**src/rtl/seg_xlate_pkg.sv**
```systemverilog
package seg_xlate_pkg;

   typedef enum logic [1:0] {
      ACC_READ  = 2'd0,
      ACC_WRITE = 2'd1,
      ACC_EXEC  = 2'd2,
      ACC_RSVD  = 2'd3
   } acc_e;

   typedef enum logic [2:0] {
      CAUSE_NONE    = 3'd0,
      CAUSE_LENGTH  = 3'd1,
      CAUSE_INVALID = 3'd2,
      CAUSE_PERM    = 3'd3,
      CAUSE_LIMIT   = 3'd4
   } cause_e;

   localparam int PERM_BIT_R = 0;
   localparam int PERM_BIT_W = 1;
   localparam int PERM_BIT_X = 2;

endpackage

```
**src/rtl/seg_xlate_table.sv**
```systemverilog
module seg_xlate_table #(
   parameter int SEG_W = 3,
   parameter int PA_W  = 16,
   parameter int LIM_W = 13,
   parameter int LEN_W = 4
) (
   input  logic             clk,
   input  logic             rst_n,
   input  logic             cfg_we,
   input  logic             cfg_sel,
   input  logic [SEG_W-1:0] cfg_idx,
   input  logic [PA_W-1:0]  cfg_base,
   input  logic [LIM_W-1:0] cfg_limit,
   input  logic             cfg_valid,
   input  logic [2:0]       cfg_perm,
   input  logic [LEN_W-1:0] cfg_len,
   input  logic [SEG_W-1:0] rd_idx,
   output logic [PA_W-1:0]  rd_base,
   output logic [LIM_W-1:0] rd_limit,
   output logic             rd_valid,
   output logic [2:0]       rd_perm,
   output logic [LEN_W-1:0] len_q
);
   localparam int NSEG = 1 << SEG_W;

   logic [PA_W-1:0]  base_q  [NSEG];
   logic [LIM_W-1:0] limit_q [NSEG];
   logic [2:0]       perm_q  [NSEG];
   logic [NSEG-1:0]  valid_q;
   logic [NSEG-1:0]  ent_we;

   // per-entry write decode
   for (genvar g = 0; g < NSEG; g++) begin : g_we
      assign ent_we[g] = cfg_we && !cfg_sel && (cfg_idx == SEG_W'(g));
   end

   always_ff @(posedge clk) begin
      if (!rst_n) begin
         valid_q <= '0;
         for (int i = 0; i < NSEG; i++) begin
            base_q[i]  <= '0;
            limit_q[i] <= '0;
            perm_q[i]  <= '0;
         end
      end else begin
         for (int i = 0; i < NSEG; i++) begin
            if (ent_we[i]) begin
               base_q[i]  <= cfg_base;
               limit_q[i] <= cfg_limit;
               perm_q[i]  <= cfg_perm;
               valid_q[i] <= cfg_valid;
            end
         end
      end
   end

   always_ff @(posedge clk) begin
      if (!rst_n)                 len_q <= '0;
      else if (cfg_we && cfg_sel) len_q <= cfg_len;
   end

   assign rd_base  = base_q[rd_idx];
   assign rd_limit = limit_q[rd_idx];
   assign rd_perm  = perm_q[rd_idx];
   assign rd_valid = valid_q[rd_idx];

endmodule

```
**src/rtl/seg_xlate_check.sv**
```systemverilog
module seg_xlate_check
   import seg_xlate_pkg::*;
#(
   parameter int SEG_W = 3,
   parameter int OFF_W = 12,
   parameter int PA_W  = 16,
   parameter int LIM_W = 13,
   parameter int LEN_W = 4
) (
   input  logic [SEG_W-1:0] seg,
   input  logic [OFF_W-1:0] off,
   input  logic [1:0]       acc,
   input  logic [LEN_W-1:0] len,
   input  logic [PA_W-1:0]  e_base,
   input  logic [LIM_W-1:0] e_limit,
   input  logic             e_valid,
   input  logic [2:0]       e_perm,
   output logic [2:0]       cause,
   output logic [PA_W-1:0]  pa
);
   logic len_bad;
   logic lim_bad;
   logic perm_ok;

   assign len_bad = LEN_W'(seg) >= len;
   assign lim_bad = LIM_W'(off) >= e_limit;

   always_comb begin
      unique case (acc_e'(acc))
         ACC_READ:  perm_ok = e_perm[PERM_BIT_R];
         ACC_WRITE: perm_ok = e_perm[PERM_BIT_W];
         ACC_EXEC:  perm_ok = e_perm[PERM_BIT_X];
         default:   perm_ok = 1'b0;
      endcase
   end

   // fault priority: length, invalid, permission, limit
   always_comb begin
      if (len_bad)       cause = CAUSE_LENGTH;
      else if (!e_valid) cause = CAUSE_INVALID;
      else if (!perm_ok) cause = CAUSE_PERM;
      else if (lim_bad)  cause = CAUSE_LIMIT;
      else               cause = CAUSE_NONE;
   end

   assign pa = e_base + PA_W'(off);

endmodule

```
**src/rtl/seg_xlate.sv**
```systemverilog
module seg_xlate
   import seg_xlate_pkg::*;
#(
   parameter int SEG_W = 3,
   parameter int OFF_W = 12,
   parameter int PA_W  = 16
) (
   input  logic               clk,
   input  logic               rst_n,
   input  logic               req_valid,
   input  logic [SEG_W-1:0]   req_seg,
   input  logic [OFF_W-1:0]   req_off,
   input  logic [1:0]         req_acc,
   input  logic               cfg_we,
   input  logic               cfg_sel,
   input  logic [SEG_W-1:0]   cfg_idx,
   input  logic [PA_W-1:0]    cfg_base,
   input  logic [OFF_W:0]     cfg_limit,
   input  logic               cfg_valid,
   input  logic [2:0]         cfg_perm,
   input  logic [SEG_W:0]     cfg_len,
   output logic               rsp_valid,
   output logic               rsp_trap,
   output logic [2:0]         rsp_cause,
   output logic [PA_W-1:0]    rsp_pa
);
   localparam int LIM_W = OFF_W + 1;
   localparam int LEN_W = SEG_W + 1;

   if (SEG_W < 1 || SEG_W > 8) begin : g_bad_seg
      $error("seg_xlate: SEG_W must be 1..8");
   end
   if (OFF_W < 1 || PA_W < OFF_W) begin : g_bad_off
      $error("seg_xlate: need 1 <= OFF_W <= PA_W");
   end

   logic [PA_W-1:0]  e_base;
   logic [LIM_W-1:0] e_limit;
   logic             e_valid;
   logic [2:0]       e_perm;
   logic [LEN_W-1:0] len_q;
   logic [2:0]       nxt_cause;
   logic [PA_W-1:0]  nxt_pa;

   seg_xlate_table #(
      .SEG_W(SEG_W), .PA_W(PA_W), .LIM_W(LIM_W), .LEN_W(LEN_W)
   ) u_table (
      .clk      (clk),
      .rst_n    (rst_n),
      .cfg_we   (cfg_we),
      .cfg_sel  (cfg_sel),
      .cfg_idx  (cfg_idx),
      .cfg_base (cfg_base),
      .cfg_limit(cfg_limit),
      .cfg_valid(cfg_valid),
      .cfg_perm (cfg_perm),
      .cfg_len  (cfg_len),
      .rd_idx   (req_seg),
      .rd_base  (e_base),
      .rd_limit (e_limit),
      .rd_valid (e_valid),
      .rd_perm  (e_perm),
      .len_q    (len_q)
   );

   seg_xlate_check #(
      .SEG_W(SEG_W), .OFF_W(OFF_W), .PA_W(PA_W), .LIM_W(LIM_W), .LEN_W(LEN_W)
   ) u_check (
      .seg    (req_seg),
      .off    (req_off),
      .acc    (req_acc),
      .len    (len_q),
      .e_base (e_base),
      .e_limit(e_limit),
      .e_valid(e_valid),
      .e_perm (e_perm),
      .cause  (nxt_cause),
      .pa     (nxt_pa)
   );

   always_ff @(posedge clk) begin
      if (!rst_n) begin
         rsp_valid <= 1'b0;
         rsp_trap  <= 1'b0;
         rsp_cause <= CAUSE_NONE;
         rsp_pa    <= '0;
      end else begin
         rsp_valid <= req_valid;
         rsp_trap  <= req_valid && (nxt_cause != CAUSE_NONE);
         rsp_cause <= req_valid ? nxt_cause : CAUSE_NONE;
         rsp_pa    <= (req_valid && nxt_cause == CAUSE_NONE) ? nxt_pa : '0;
      end
   end

endmodule

```
**config.mk**
```make
export PLATFORM = sky130hd
export DESIGN_NAME = seg_xlate
export DESIGN_NICKNAME = d
export VERILOG_FILES = /design/src/rtl/seg_xlate_pkg.sv /design/src/rtl/seg_xlate_table.sv /design/src/rtl/seg_xlate_check.sv /design/src/rtl/seg_xlate.sv
export SDC_FILE = /design/constraint.sdc
export NUM_CORES = 1
export LEC_CHECK = 0
export BUFFER_PORTS_ARGS = -buffer_cell sky130_fd_sc_hd__clkbuf_2
export CORE_MARGIN = 2
export CORE_UTILIZATION = 60
export CTS_CLUSTER_SIZE = 25
export DETAILED_ROUTE_END_ITERATION = 10
export GPL_TIMING_DRIVEN = 0
export PLACE_DENSITY_LB_ADDON = 0.08
export SLEW_MARGIN = 20
export SYNTH_ARGS = -nofsm -noshare
export SYNTH_HDL_FRONTEND = slang
export SYNTH_SLANG_ARGS = --single-unit
export TNS_END_PERCENT = 5
```
**constraint.sdc**
```tcl
create_clock -name clk -period 5 [get_ports clk]
set_input_delay 0.5 -clock clk [delete_from_list [all_inputs] [get_ports clk]]
set_output_delay 0.5 -clock clk [all_outputs]
set_load 0.01 [all_outputs]
```
# After elaboration in Yosys (flattened, before gate mapping)
# Memory sizes are Yosys's and may differ from the RTL's.
# Cells that the tools add are included.
# W data, S select, Z words.
[classes]
add_sub_neg = 1
magnitude_cmp = 3
eq_ne = 9
muxes = 56
bitwise_logic = 24
reduce_logical = 19
[ops]
columns = ["op", "count"]
rows = [
  ["$mux W16", 8],
  ["$mux W13", 8],
  ["$mux W3", 12],
  ["$mux W1", 26],
  ["$or A1 B1 Y1", 24],
  ["$add A16 B12 Y16", 1],
  ["$ge A12 B13 Y1", 1],
  ["$eq A3 B3 Y1 const B", 4],
  ["$logic_and A1 B1 Y1", 12],
  ["$eq A3 B2 Y1 const B", 2],
  ["$logic_not A3 Y1", 2],
  ["$ge A3 B4 Y1", 1],
  ["$lt A3 B4 Y1 const B", 1],
  ["$reduce_and A2 Y1", 2],
  ["$bmux W1 S3", 1],
  ["$eq A3 B1 Y1 const B", 1],
  ["$pmux W1 S3", 1],
  ["$reduce_bool A3 Y1", 1],
  ["$eq A2 B1 Y1 const B", 1],
  ["$eq A2 B2 Y1 const B", 1],
  ["$logic_not A2 Y1", 1],
  ["$logic_not A1 Y1", 1],
]
[totals]
register_bits = 33
mem_bits_rw = 256
inputBits = 62
output_inout_bits = 21
wordCells = 128
n_memories = 3
[memory_table]
columns = ["name", "words", "width", "rd", "rd_clocked_by_memory_dff", "write_ports", "line", "source"]
rows = [
  ["u_table.base_q", 8, 16, 1, 0, 8, "seg_xlate_table.sv:26", "logic [PA_W-1:0] base_q [NSEG];"],
  ["u_table.limit_q", 8, 13, 1, 0, 8, "seg_xlate_table.sv:27", "logic [LIM_W-1:0] limit_q [NSEG];"],
  ["u_table.perm_q", 8, 3, 1, 0, 8, "seg_xlate_table.sv:28", "logic [2:0] perm_q [NSEG];"],
]

# Logic depth before layout (Yosys ltp)
# An unclocked memory read counts as a cell.
[logic_depth]
word_depth = 9
depth_mapped = 15
ltp_nobuf = 11

# Cells and area by module
# Synthesis repeated with hierarchy kept, for this count alone.
[hier_totals]
cells_unflattened = 927
area_unflattened_um2 = 12979.9
[by_module_without_submodules]
columns = ["mod", "n_inst", "cells_per_inst", "area_each_um2", "seq_area_each_um2"]
rows = [
  ["seg_xlate_table", 1, 717, 11249.5, 7927.6],
  ["seg_xlate_check", 1, 151, 1094.8, 0.0],
  ["seg_xlate", 1, 59, 635.6, 420.4],
]

# Worst setup path after synthesis
# No wires, ideal clock.
[synth_path]
path_kind = "in2reg"
start = "input req_seg[0]"
end = "register rsp_pa[15]"
setup_time_ns = 0.120
arrival_ns = 3.640
required_time_ns = 4.880
path_slack_ns = 1.241
stages = 11
n_path_buf = 3
cell_sequence = "buf_6 -> buf_2 -> buf_1 -> mux4_2 -> mux2_2 -> ha_1 -> a211o_1 -> o31a_1 -> a31oi_1 -> o21ai_0 -> nor3b_1"
[synth_via]
elab_chain_cells = 9
elab_cells_between_ends = 16
classes_between = "1 x add/sub; 2 x order compare; 7 x mux; 3 x reduce/logical; 3 x memory"
[synth_lines]
columns = ["element", "line", "source"]
rows = [
  ["from (decl)", "seg_xlate.sv:11", "input logic [SEG_W-1:0] req_seg,"],
  ["$mem_v2 Z8 W13", "--", ""],
  ["$ge A12 B13 Y1", "seg_xlate_check.sv:26", "assign lim_bad = LIM_W'(off) >= e_limit;"],
  ["$mux W3", "seg_xlate_check.sv:42", "else if (lim_bad) cause = CAUSE_LIMIT;"],
  ["$mux W3", "seg_xlate_check.sv:41", "else if (!perm_ok) cause = CAUSE_PERM;"],
  ["$mux W3", "seg_xlate_check.sv:40", "else if (!e_valid) cause = CAUSE_INVALID;"],
  ["$mux W3", "seg_xlate_check.sv:39", "if (len_bad) cause = CAUSE_LENGTH;"],
  ["$logic_not A3 Y1", "seg_xlate.sv:91", "rsp_pa <= (req_valid && nxt_cause == CAUSE_NONE) ? nxt_pa : '0;"],
  ["$logic_and A1 B1 Y1", "seg_xlate.sv:91", ""],
  ["$reduce_and A2 Y1 (no source line)", "--", ""],
  ["to (signal assigned)", "seg_xlate.sv:91", ""],
  ["to (decl)", "seg_xlate.sv:25", "output logic [PA_W-1:0] rsp_pa"],
]
# Parallel ways exist; a longest one is shown, timed or not. The select of a mux whose other input is x is not followed.
# A chain may end at the register's enable or synchronous reset.

# Worst setup path in the final report
[layout_path]
start = "input req_seg[2]"
end = "register rsp_pa[14]"
# Same word-level chain as after synthesis.

==> qor.yml <==
skew_ns: 0.0169
die_y_um: 150
fp-row-count: 53
worstSetupStartpointType: "primary input"
routed_wl_um: 29800
area_delta_synth_final_pct: 14.7
insertion_delay_ns: 0.56
synth_edf_count: 256
antenna_found_initial: 0
drive_gt1_frac: 0.218
min_period_ns: 4.71
place_inst: 1264
worst_slack_ns: 0.295
crit_start: "req_seg[2]"
grt_max_degree: 25
worst_ep_required_time_ns: 5.45
cpLargestDelayFamily: "buffers and inverters"
synth_top_area_share: 0.604
end_kind: "flop"
h-tree-depth: 1
wl_per_cell_um: 22.6
hold_class: "in -> reg"
worst-path-buf-inv: 5
fillCellCount: 1456
io_buffers: 79
hold_ws_ns: 0.185
drt_iter0_drc: 680
power.leakage_nw: 5.52
power_mw: 5.55
setup_violations: 0
dieArea_um2: 22400
ir_worst_vdd_uv: 314
final_area_um2: 14600
ys.flop_type: "edfxtp_1"
reg2reg_from: "u_table.base_q[7][1]$_DFFE_PP_"
path_class: "in -> reg"
clk_path_buf_depth: 3
syn_area_um2: 12700
power_density_nw_per_um2: 380
tritoncts: "done"
drcViolationCount: 0
critPathMaxStageDelay_ns: 0.71
synth_async_sr_flop_share: 0
yosysMostFrequentCell: "edfxtp_1"
synth_common_cells: "edfxtp_1 (256), nor2_1 (215), mux4_2 (67)"
numCtsBuffers: 29
final_core_util: 0.699
status: "finished clean"
rsz0062_at_grt: "no"
io_pins: 83
finalCritPeriodShare: 0.941
clock.fmax_ghz: 0.213
cp_data_arrival_time_ns: 5.16
syn_nets: 992
hold_viol: 0
core_area_um2: 20900
clock_sinks: 289
drtAntennaViolNets: 0
slew_headroom: 0.339
clk_pin_slew_ns: 0.06
tightest_slew_ns: 0.992
grt_pass1_wl_um: 45300
avgSynthCellArea_um2: 14.1
synth_cell_type_count: 42
ys_ff_latch: 289
cts_root_buf: "clkbuf_16"
vias_per_cell: 5.92
n_antenna_cell: 0
gp_congestion: 0.829
grt_pass1_vias: 7877
worstHoldStart: "cfg_len[0]"
via_count: 7789
crit_top_cell: "clkbuf_1"
yosysSeqAreaShare: 0.656
stdcell_count: 1316
gr-total-overflow: 0
crit_slowest_cell: "clkbuf_1"
cp_max_fo: 10
pre_cts_ws_ns: -0.461
nets: 1110
synth.top_cells.by_area: "edfxtp_1 (60%), mux4_2 (12%), nor2_1 (6.3%), dfxtp_1 (5.2%), ha_1 (2.7%)"
fin_setup_tns_ns: 0
synth_top_area_cell: "edfxtp_1"
start_util: 0.609
finalMaxSlewViolations: 0
crit_chain: "clkbuf_2 > clkbuf_1 > clkbuf_1 > clkbuf_1 > mux2i_1 > ha_1 > nand4_1 > o21ai_0 > a31oi_1 > a31oi_1 > or3_1 > buf_4 > nor3_1"
dr.pass1.iters: 5
die_x_um: 150
ctsHoldBuffers: 0
hpwl_um: 19800
ys.warnings.count: 0
cap_violations: 0
grt_use_total: 0.276
dpl_cell_area_um2: 13700
synthCells: 902
layout make-up:
type	instances	area (um2)	share of cell area
Clock buffer	34	754	0.0517
Tap cell	275	344	0.0236
Multi-Input combinational cell	522	4030	0.276
Sequential cell	289	8350	0.572
Timing Repair Buffer	87	578	0.0396
Clock inverter	18	173	0.0118
Inverter	45	169	0.0116
Buffer	46	199	0.0136
worst paths after layout:
check | slack, ns | depth (start not counted) | endpoint
max | 0.29 | 13 | rsp_pa[14]$_SDFF_PN0_
min | 0.18 | 3 | u_table.len_q[0]$_SDFFE_PN0P_
max reg2reg | 1.61 | 10 | rsp_pa[15]$_SDFF_PN0_
min reg2reg | 0.47 | 2 | u_table.len_q[2]$_SDFFE_PN0P_
power by group:
| group | internal (mW) | leakage (nW) | switching (mW) | total [mW] |
|---|---|---|---|---|
| clock network | 1.23 | 0.446 | 0.905 | 2.13 |
| registers | 2.77 | 2.73 | 0.0372 | 2.81 |
| logic | 0.255 | 2.35 | 0.345 | 0.600 |
| total | 4.26 | 5.52 | 1.29 | 5.55 |
cell families after synthesis:
logic type / Yosys count / synth area share
AO/OA/AOI/OAI: 58 / 0.0292
adder cells (fa/ha/maj): 28 / 0.0281
buffers and inverters: 91 / 0.0287
XOR/XNOR: 6 / 0.00413
flip-flops: 289 / 0.656
multiplexers: 106 / 0.151
AND/OR/NAND/NOR: 324 / 0.103
cell usage in the layout, fill, tap and decap left out, types with 14 or more instances in the layout:
cell / instances
nand2_1: 56
clkbuf_16: 29
mux2_2: 14
nor2_1: 215
inv_1: 44
mux4_2: 67
clkbuf_2: 81
a21oi_1: 16
edfxtp_1: 256
clkbuf_1: 37
mux2i_1: 25
ha_1: 27
dfxtp_1: 33
nor2b_1: 14
layer usage:
layer | vias to the layer above | global-route usage | share of wire
met2 | 347 | 0.461 | 0.49
met4 | 0 | 0.0710 | 0.023
met1 | 3857 | 0.394 | 0.41
met5 | - | 0 | 0
li1 | 3529 | - | -
met3 | 56 | 0.0332 | 0.076
tightest hold or removal path: cells and delay by family:
| kind | cells | cell delay, ns |
|---|---|---|
| AOI/OAI and AO/OA | 1 | 0.06 |
| buffers and inverters | 1 | 0.08 |
| and+or+nand+nor | 1 | 0.05 |
sequential cells by signal (all words and copies together), names as in the netlist:
name and count:
rsp_pa 16, u_table.perm_q 24, u_table.len_q 4, rsp_cause 3, rsp_trap 1, u_table.valid_q 8, rsp_valid 1, u_table.base_q 128
u_table.limit_q 104
timing repair:
action / 4_1_cts / 5_1_grt
endpoints found under the hold margin: 0 / 0
setup buffers: 0 / 0
setup endpoints to repair: 0 / 16
gates resized for setup: 0 / 2
Power figures use the tool's default switching activity.
